`src/rtl/dsc_pkg.sv`:
```
package dsc_pkg;
   localparam int unsigned DSC_WORDS = 8;
   localparam int unsigned DSC_IDX_W = $clog2(DSC_WORDS);

   // Word positions inside a descriptor; the fetch order depends on them.
   localparam int unsigned F_SRC_LO = 0;
   localparam int unsigned F_SRC_HI = 1;
   localparam int unsigned F_DST_LO = 2;
   localparam int unsigned F_DST_HI = 3;
   localparam int unsigned F_LNK_LO = 4;
   localparam int unsigned F_LNK_HI = 5;
   localparam int unsigned F_COUNT  = 6;
   localparam int unsigned F_CTRL   = 7;

   typedef enum logic [1:0] {
      ST_IDLE  = 2'd0,
      ST_FETCH = 2'd1,
      ST_XFER  = 2'd2,
      ST_LINK  = 2'd3
   } walk_state_e;
endpackage

```
`src/rtl/dsc_addr_gen.sv`:
```
module dsc_addr_gen #(
   parameter int unsigned ADDR_W = 64,
   parameter int unsigned DATA_W = 32,
   parameter int unsigned NWORDS = 8,
   parameter int unsigned IDX_W  = 3
) (
   input  logic              clk,
   input  logic              rst_n,
   input  logic              load_i,
   input  logic [ADDR_W-1:0] base_i,
   input  logic              step_i,
   output logic [ADDR_W-1:0] addr_o,
   output logic [IDX_W-1:0]  idx_o,
   output logic              last_o
);
   localparam int unsigned BYTE_SH  = $clog2(DATA_W / 8);
   localparam int unsigned LAST_IDX = NWORDS - 1;

   logic [ADDR_W-1:0] base_q;
   logic [IDX_W-1:0]  idx_q;

   always_ff @(posedge clk or negedge rst_n) begin
      if (!rst_n) begin
         base_q <= '0;
         idx_q  <= '0;
      end else if (load_i) begin
         base_q <= base_i;
         idx_q  <= '0;
      end else if (step_i) begin
         idx_q  <= idx_q + 1'b1;
      end
   end

   assign addr_o = base_q + (ADDR_W'(idx_q) << BYTE_SH);
   assign idx_o  = idx_q;
   assign last_o = (idx_q == IDX_W'(LAST_IDX));
endmodule

```
`src/rtl/dsc_word_bank.sv`:
```
module dsc_word_bank #(
   parameter int unsigned DATA_W = 32,
   parameter int unsigned NWORDS = 8,
   parameter int unsigned IDX_W  = 3
) (
   input  logic                          clk,
   input  logic                          rst_n,
   input  logic                          wr_i,
   input  logic [IDX_W-1:0]              idx_i,
   input  logic [DATA_W-1:0]             data_i,
   output logic [NWORDS-1:0][DATA_W-1:0] words_o
);
   for (genvar g = 0; g < NWORDS; g++) begin : g_word
      always_ff @(posedge clk or negedge rst_n) begin
         if (!rst_n)
            words_o[g] <= '0;
         else if (wr_i && (idx_i == IDX_W'(g)))
            words_o[g] <= data_i;
      end
   end
endmodule

```
`src/rtl/dsc_walk_seq.sv`:
```
module dsc_walk_seq
   import dsc_pkg::*;
#(
   parameter int unsigned ADDR_W     = 64,
   parameter int unsigned ALIGN_BITS = 5
) (
   input  logic              clk,
   input  logic              rst_n,
   input  logic              start_i,
   input  logic [ADDR_W-1:0] head_i,
   input  logic              err_clr_i,
   input  logic              mem_ack_i,
   input  logic              mem_err_i,
   input  logic              last_word_i,
   input  logic              count_zero_i,
   input  logic [ADDR_W-1:0] link_i,
   input  logic              xfer_done_i,
   output logic              load_o,
   output logic              use_link_o,
   output logic              wr_o,
   output walk_state_e       state_o,
   output logic              done_o,
   output logic              err_o
);
   walk_state_e st_q, st_d;
   logic        set_err, fin;

   function automatic logic is_aligned(input logic [ADDR_W-1:0] a);
      return (a[ALIGN_BITS-1:0] == '0);
   endfunction

   always_comb begin
      st_d       = st_q;
      load_o     = 1'b0;
      use_link_o = 1'b0;
      wr_o       = 1'b0;
      set_err    = 1'b0;
      fin        = 1'b0;
      unique case (st_q)
         ST_IDLE: begin
            if (start_i) begin
               if (head_i == '0) begin
                  fin = 1'b1;
               end else if (!is_aligned(head_i)) begin
                  set_err = 1'b1;
               end else begin
                  load_o = 1'b1;
                  st_d   = ST_FETCH;
               end
            end
         end
         ST_FETCH: begin
            if (mem_ack_i) begin
               if (mem_err_i) begin
                  set_err = 1'b1;
                  st_d    = ST_IDLE;
               end else begin
                  wr_o = 1'b1;
                  if (last_word_i)
                     st_d = count_zero_i ? ST_LINK : ST_XFER;
               end
            end
         end
         ST_XFER: begin
            if (xfer_done_i)
               st_d = ST_LINK;
         end
         ST_LINK: begin
            if (link_i == '0) begin
               fin  = 1'b1;
               st_d = ST_IDLE;
            end else if (!is_aligned(link_i)) begin
               set_err = 1'b1;
               st_d    = ST_IDLE;
            end else begin
               load_o     = 1'b1;
               use_link_o = 1'b1;
               st_d       = ST_FETCH;
            end
         end
         default: st_d = ST_IDLE;
      endcase
   end

   always_ff @(posedge clk or negedge rst_n) begin
      if (!rst_n) begin
         st_q   <= ST_IDLE;
         done_o <= 1'b0;
         err_o  <= 1'b0;
      end else begin
         st_q   <= st_d;
         done_o <= fin;
         if (set_err)
            err_o <= 1'b1;
         else if (err_clr_i)
            err_o <= 1'b0;
      end
   end

   assign state_o = st_q;
endmodule

```
`src/rtl/dsc_chain_walker.sv`:
```
module dsc_chain_walker
   import dsc_pkg::*;
#(
   parameter int unsigned ADDR_W     = 64,
   parameter int unsigned DATA_W     = 32,
   parameter int unsigned ALIGN_BITS = 5
) (
   input  logic              clk,
   input  logic              rst_n,
   input  logic              start_i,
   input  logic [ADDR_W-1:0] head_addr_i,
   input  logic              err_clr_i,
   output logic              busy_o,
   output logic              chain_done_o,
   output logic              err_o,
   output logic              mem_req_o,
   output logic [ADDR_W-1:0] mem_addr_o,
   input  logic              mem_ack_i,
   input  logic [DATA_W-1:0] mem_rdata_i,
   input  logic              mem_err_i,
   output logic              xfer_req_o,
   output logic [ADDR_W-1:0] xfer_src_o,
   output logic [ADDR_W-1:0] xfer_dst_o,
   output logic [DATA_W-1:0] xfer_len_o,
   output logic [DATA_W-1:0] xfer_ctl_o,
   input  logic              xfer_done_i
);
   localparam int unsigned NWORDS    = DSC_WORDS;
   localparam int unsigned IDX_W     = DSC_IDX_W;
   localparam int unsigned DSC_BYTES = NWORDS * (DATA_W / 8);

   if (ADDR_W != 2 * DATA_W) begin : g_bad_addr_w
      $error("ADDR_W must be twice DATA_W: pointers are split into two words");
   end
   if (DATA_W != 32) begin : g_bad_data_w
      $error("descriptor words are 32 bits wide");
   end
   if ((1 << ALIGN_BITS) < DSC_BYTES) begin : g_bad_align
      $error("ALIGN_BITS too small to hold one descriptor inside its alignment");
   end

   logic                          load, use_link, wr, last_word;
   logic [IDX_W-1:0]              idx;
   logic [ADDR_W-1:0]             base_sel, link_addr;
   logic [NWORDS-1:0][DATA_W-1:0] words;
   walk_state_e                   st;

   assign link_addr = {words[F_LNK_HI], words[F_LNK_LO]};
   assign base_sel  = use_link ? link_addr : head_addr_i;

   dsc_addr_gen #(
      .ADDR_W(ADDR_W), .DATA_W(DATA_W), .NWORDS(NWORDS), .IDX_W(IDX_W)
   ) u_addr (
      .clk    (clk),
      .rst_n  (rst_n),
      .load_i (load),
      .base_i (base_sel),
      .step_i (wr),
      .addr_o (mem_addr_o),
      .idx_o  (idx),
      .last_o (last_word)
   );

   dsc_word_bank #(
      .DATA_W(DATA_W), .NWORDS(NWORDS), .IDX_W(IDX_W)
   ) u_bank (
      .clk     (clk),
      .rst_n   (rst_n),
      .wr_i    (wr),
      .idx_i   (idx),
      .data_i  (mem_rdata_i),
      .words_o (words)
   );

   dsc_walk_seq #(
      .ADDR_W(ADDR_W), .ALIGN_BITS(ALIGN_BITS)
   ) u_seq (
      .clk          (clk),
      .rst_n        (rst_n),
      .start_i      (start_i),
      .head_i       (head_addr_i),
      .err_clr_i    (err_clr_i),
      .mem_ack_i    (mem_ack_i),
      .mem_err_i    (mem_err_i),
      .last_word_i  (last_word),
      .count_zero_i (words[F_COUNT] == '0),
      .link_i       (link_addr),
      .xfer_done_i  (xfer_done_i),
      .load_o       (load),
      .use_link_o   (use_link),
      .wr_o         (wr),
      .state_o      (st),
      .done_o       (chain_done_o),
      .err_o        (err_o)
   );

   assign busy_o     = (st != ST_IDLE);
   assign mem_req_o  = (st == ST_FETCH);
   assign xfer_req_o = (st == ST_XFER);
   assign xfer_src_o = {words[F_SRC_HI], words[F_SRC_LO]};
   assign xfer_dst_o = {words[F_DST_HI], words[F_DST_LO]};
   assign xfer_len_o = words[F_COUNT];
   assign xfer_ctl_o = words[F_CTRL];
endmodule

```
`config.mk`:
```
export PLATFORM = sky130hd
export DESIGN_NAME = dsc_chain_walker
export DESIGN_NICKNAME = d
export VERILOG_FILES = /design/src/rtl/dsc_pkg.sv /design/src/rtl/dsc_addr_gen.sv /design/src/rtl/dsc_word_bank.sv /design/src/rtl/dsc_walk_seq.sv /design/src/rtl/dsc_chain_walker.sv
export SDC_FILE = /design/constraint.sdc
export NUM_CORES = 1
export LEC_CHECK = 0
export ABC_AREA = 1
export BUFFER_PORTS_ARGS = -buffer_cell sky130_fd_sc_hd__buf_4
export CAP_MARGIN = 20
export CORE_ASPECT_RATIO = 0.8
export CORE_MARGIN = 10
export CORE_UTILIZATION = 35
export DETAILED_ROUTE_END_ITERATION = 10
export SETUP_SLACK_MARGIN = 0.02
export SLEW_MARGIN = 10
export SYNTH_ARGS = -nofsm -noshare
export SYNTH_HDL_FRONTEND = slang
export SYNTH_HIERARCHICAL = 1
export SYNTH_SLANG_ARGS = --single-unit
```
`constraint.sdc`:
```
create_clock -name clk -period 2.3 [get_ports clk]
set_input_delay 0.23 -clock clk [delete_from_list [all_inputs] [get_ports clk]]
set_output_delay 0.23 -clock clk [all_outputs]
set_load 0.05 [all_outputs]
```
==> results.sh <==
export IMPL_synth_simple_area_share_pct=34.64
export IMPL_cp_max_fo=5
export IMPL_firstDrtPassIters=7
export IMPL_die_y_um=215.9
export IMPL_pre_cts_slack_ns=-0.1705
export IMPL_synth_fa_ha_area_share_pct=0.8647
export IMPL_synth_compound_gate_area_share_pct=2.080
export IMPL_avgSynthCellArea_um2=7.675
export IMPL_worstPathRequired_ns=2.07
export IMPL_fmax_mhz=357.0
export IMPL_hp_class="primary input to flip-flop"
export IMPL_port_buffers=363
export IMPL_netlist_instances=2187
export IMPL_multi_input_area_um2=8553
export IMPL_synthMuxAreaShare_pct=5.635
export IMPL_ys_seq_area_share_pct=48.75
export IMPL_dieArea_um2=57170
export IMPL_crit_type="flip-flop to output port"
export IMPL_cp_arrival_ns=2.57
export IMPL_layout_setup_ws_ns=-0.5014
export IMPL_post_dp_cell_area_um2=20890
export IMPL_comb_power_share_pct=56.6
export IMPL_cts_buffers=38
export IMPL_synth_flop_cell="dfrtp_1"
export IMPL_seqPwrFrac_pct=27.0
export IMPL_grt_max_degree=61
export IMPL_p_sw_w=0.01857
export IMPL_fillerInstances=4474
export IMPL_synth_common_cells="1,021 x nand2_1, 327 x dfrtp_1, 217 x nor2_1"
export IMPL_initial_utilization_pct=35.52
export IMPL_grt_usage_pct=24.06
export IMPL_synth_distinct_cells=36
export IMPL_cts_tree="yes"
export IMPL_status="finished, violations left"
export IMPL_tightest_slew_ns=0.5979
export IMPL_min_period_over_period_pct=121.8
export IMPL_cts_sinks=327
export IMPL_synth_area_um2=16780
export IMPL_clk_path_buf_depth=3
export IMPL_synth_most_common_cell="nand2_1"
export IMPL_drt_iter0_drc=1371
export IMPL_rows=71
export IMPL_core_um2=47260
export IMPL_first_global_vias=16610
export IMPL_p_int_w=0.01891
export IMPL_synth_fp_nets=2301
export IMPL_p_leak_nw=12.80
export IMPL_relSlewSlack_pct=60.14
export IMPL_hold_viol=0
export IMPL_drc=0
export IMPL_io_pins=364
export IMPL_grt_overflow=0
export IMPL_tns_ns=-18.29
export IMPL_dr_total_vias=16330
export IMPL_ys_seq_elements=327
export IMPL_final_antenna_net_count=0
export IMPL_finalSetupViolations=58
export IMPL_rrSetupSlack_ns=0.14
export IMPL_synth_edf_count=0
export IMPL_finalMaxSlewViolations=0
export IMPL_peakVddDrop_mv=0.7844
export IMPL_yosys_warnings=6
export IMPL_grt_setup_unrepaired="yes"
export IMPL_cts_root_buffer="clkbuf_16"
export IMPL_wirelength_mm=71.12
export IMPL_place_inst=3152
export IMPL_fin_cells=3311
export IMPL_register_area_um2=8205
export IMPL_maxCapViolCount=0
export IMPL_synthXorXnorAreaFrac_pct=1.670
export IMPL_clk_latency_ns=0.57
export IMPL_async_flop_share_pct=100.0
export IMPL_setup_worst_path_end_class="output port"
export IMPL_p_sw_share_pct=49.54
export IMPL_drive_above_1_share_pct=31.36
export IMPL_fin_area_um2=24220
export IMPL_p_clk_share_pct=16.4
export IMPL_nets=2780
export IMPL_hold_ws_ns=0.02046
export IMPL_num_antenna_cells=0
export IMPL_antenna_found_initial=0
export IMPL_die_x_um=264.8
export IMPL_fin_skew_ns=0.01357
export IMPL_wire_per_inst_um=21.48
export IMPL_min_period_ns=2.801
export IMPL_synth_top_area_share_pct=48.75
export IMPL_synthTopCellsByArea="dfrtp_1 49%, nand2_1 23%, mux2_4 5.4%"
export IMPL_cts_clk_slew_worst_paths_ns=0.06
export IMPL_gp_congestion=0.9892
export IMPL_dpl_hpwl_mm=52.09
export IMPL_htreeDepth=2
export IMPL_cp_start_kind="flip-flop"
export IMPL_violations="setup timing"
export IMPL_syn_to_final_growth_pct=44.27
export IMPL_routed_via_density=4.933
export IMPL_synth_top_family_by_area="simple AND/OR/NAND/NOR gates"
export IMPL_powerDensity_nw_per_um2=1548
export IMPL_synth_area_leader_cell="dfrtp_1"
export IMPL_grt_pass1_wl_mm=105.7
==> flip-flops by register name, indices dropped and copies added (netlist names), named ones only <==
name,flops
u_addr/base_q,64
u_seq/state_o,1
u_seq/err_o,1
u_seq/done_o,1
u_addr/idx_o,3
u_bank/words_o,256
==> path summary, 6_finish.rpt <==
| kind | startpoint | end | cells after the start |
|---|---|---|---|
| max in group asynchronous | rst_n | u_bank/words_o[162]$_DFFE_PN0P_ | 3 |
| hold / removal | mem_rdata_i[8] | u_bank/words_o[200]$_DFFE_PN0P_ | 3 |
| min in group asynchronous | rst_n | u_addr/base_q[60]$_DFFE_PN0P_ | 2 |
| hold reg to reg | u_bank/words_o[14]$_DFFE_PN0P_ | u_bank/words_o[14]$_DFFE_PN0P_ | 2 |
| setup reg to reg | u_bank/words_o[131]$_DFFE_PN0P_ | u_addr/base_q[42]$_DFFE_PN0P_ | 11 |
| setup / recovery | u_addr/base_q[2]$_DFFE_PN0P_ | mem_addr_o[46] | 14 |
==> layout by cell type (no fill, tap or decap), drive strengths merged <==
master       synthesis  layout
xor2                30      30
a211o                1       1
inv                116     115
ha                  10      10
nand4               17      17
xnor2                2       2
buf                 38     516
bufinv               0       3
dlygate4sd3          0      37
nand2             1029    1029
nand3              163     163
nor3b                1       1
a21oi                3       3
and2                 2       2
clkbuf              78      56
o22ai                1       1
o21ai               62      62
fa                   1       1
mux2                64      64
clkinvlp             0       1
dfrtp              327     327
or2                  2       2
clkinv               2      10
o221ai               1       1
nor2               237     237
==> per-stage QoR <==
step	utilization (%)	power (W)
final	51.24	0.03748
after global routing	51.24	0.03939
after CTS	49.83	0.03681
after detailed placement	44.20	0.02892
after global placement	44.20	0.02872
after floorplan	-	0.02187
==> cell type report <==
cell class                 instances  share of cell area [%]
tap                              620                   3.203
clock buffer                      54                   4.511
sequential                       327                   33.88
clock inverter                    11                  0.6407
inverter                         118                   1.901
timing repair buffer             555                   20.54
multi-input combinational       1626                   35.32
==> power groups by stage <==
stage / clock network [W] / logic, W / registers [W]
CTS: 0.00626 / 0.0205 / 0.0101
finish: 0.00615 / 0.0212 / 0.0101
global route: 0.00651 / 0.0225 / 0.0104
detailed placement: 0 / 0.0188 / 0.0101
floorplan: 0 / 0.00839 / 0.0135
global placement: 0 / 0.0187 / 0.0100
==> cells by family (layout without fill, tap and decap cells) <==
group,count (synthesis),count (layout)
AO/OA/AOI/OAI,68,68
XOR/XNOR,32,32
adder cells (fa/ha/maj),11,11
buffers and inverters,234,738
flip-flops,327,327
multiplexers,64,64
AND/OR/NAND/NOR,1451,1451
==> critical path: stages (launching register included) <==
cell and delay (ns):
dfrtp_1 0.39, ha_4 0.15, inv_2 0.03, fa_2 0.35
inv_2 0.08, nand3_4 0.09, nand2_8 0.12, buf_6 0.13
inv_4 0.03, nor2_4 0.11, nand2_4 0.12, nor2_4 0.13
nand2_2 0.07, nand2_4 0.07, buf_8 0.14
==> layer usage <==
layer	up-vias	wire length, µm	GRT usage [%]
met1	7925	30010	30.71
li1	7692	-	-
met2	627	33730	39.54
met4	0	1584	6.829
met3	89	5796	6.341
met5	-	0	0
==> repair_timing <==
action,4_1_cts,5_1_grt
buffers inserted,29,30
gates cloned,2,2
pin swaps,62,53
setup endpoints to repair,131,352
endpoints found under the hold margin,214,0
hold buffers,37,0
gates resized for setup,204,112
Power figures use the tool's default switching activity.
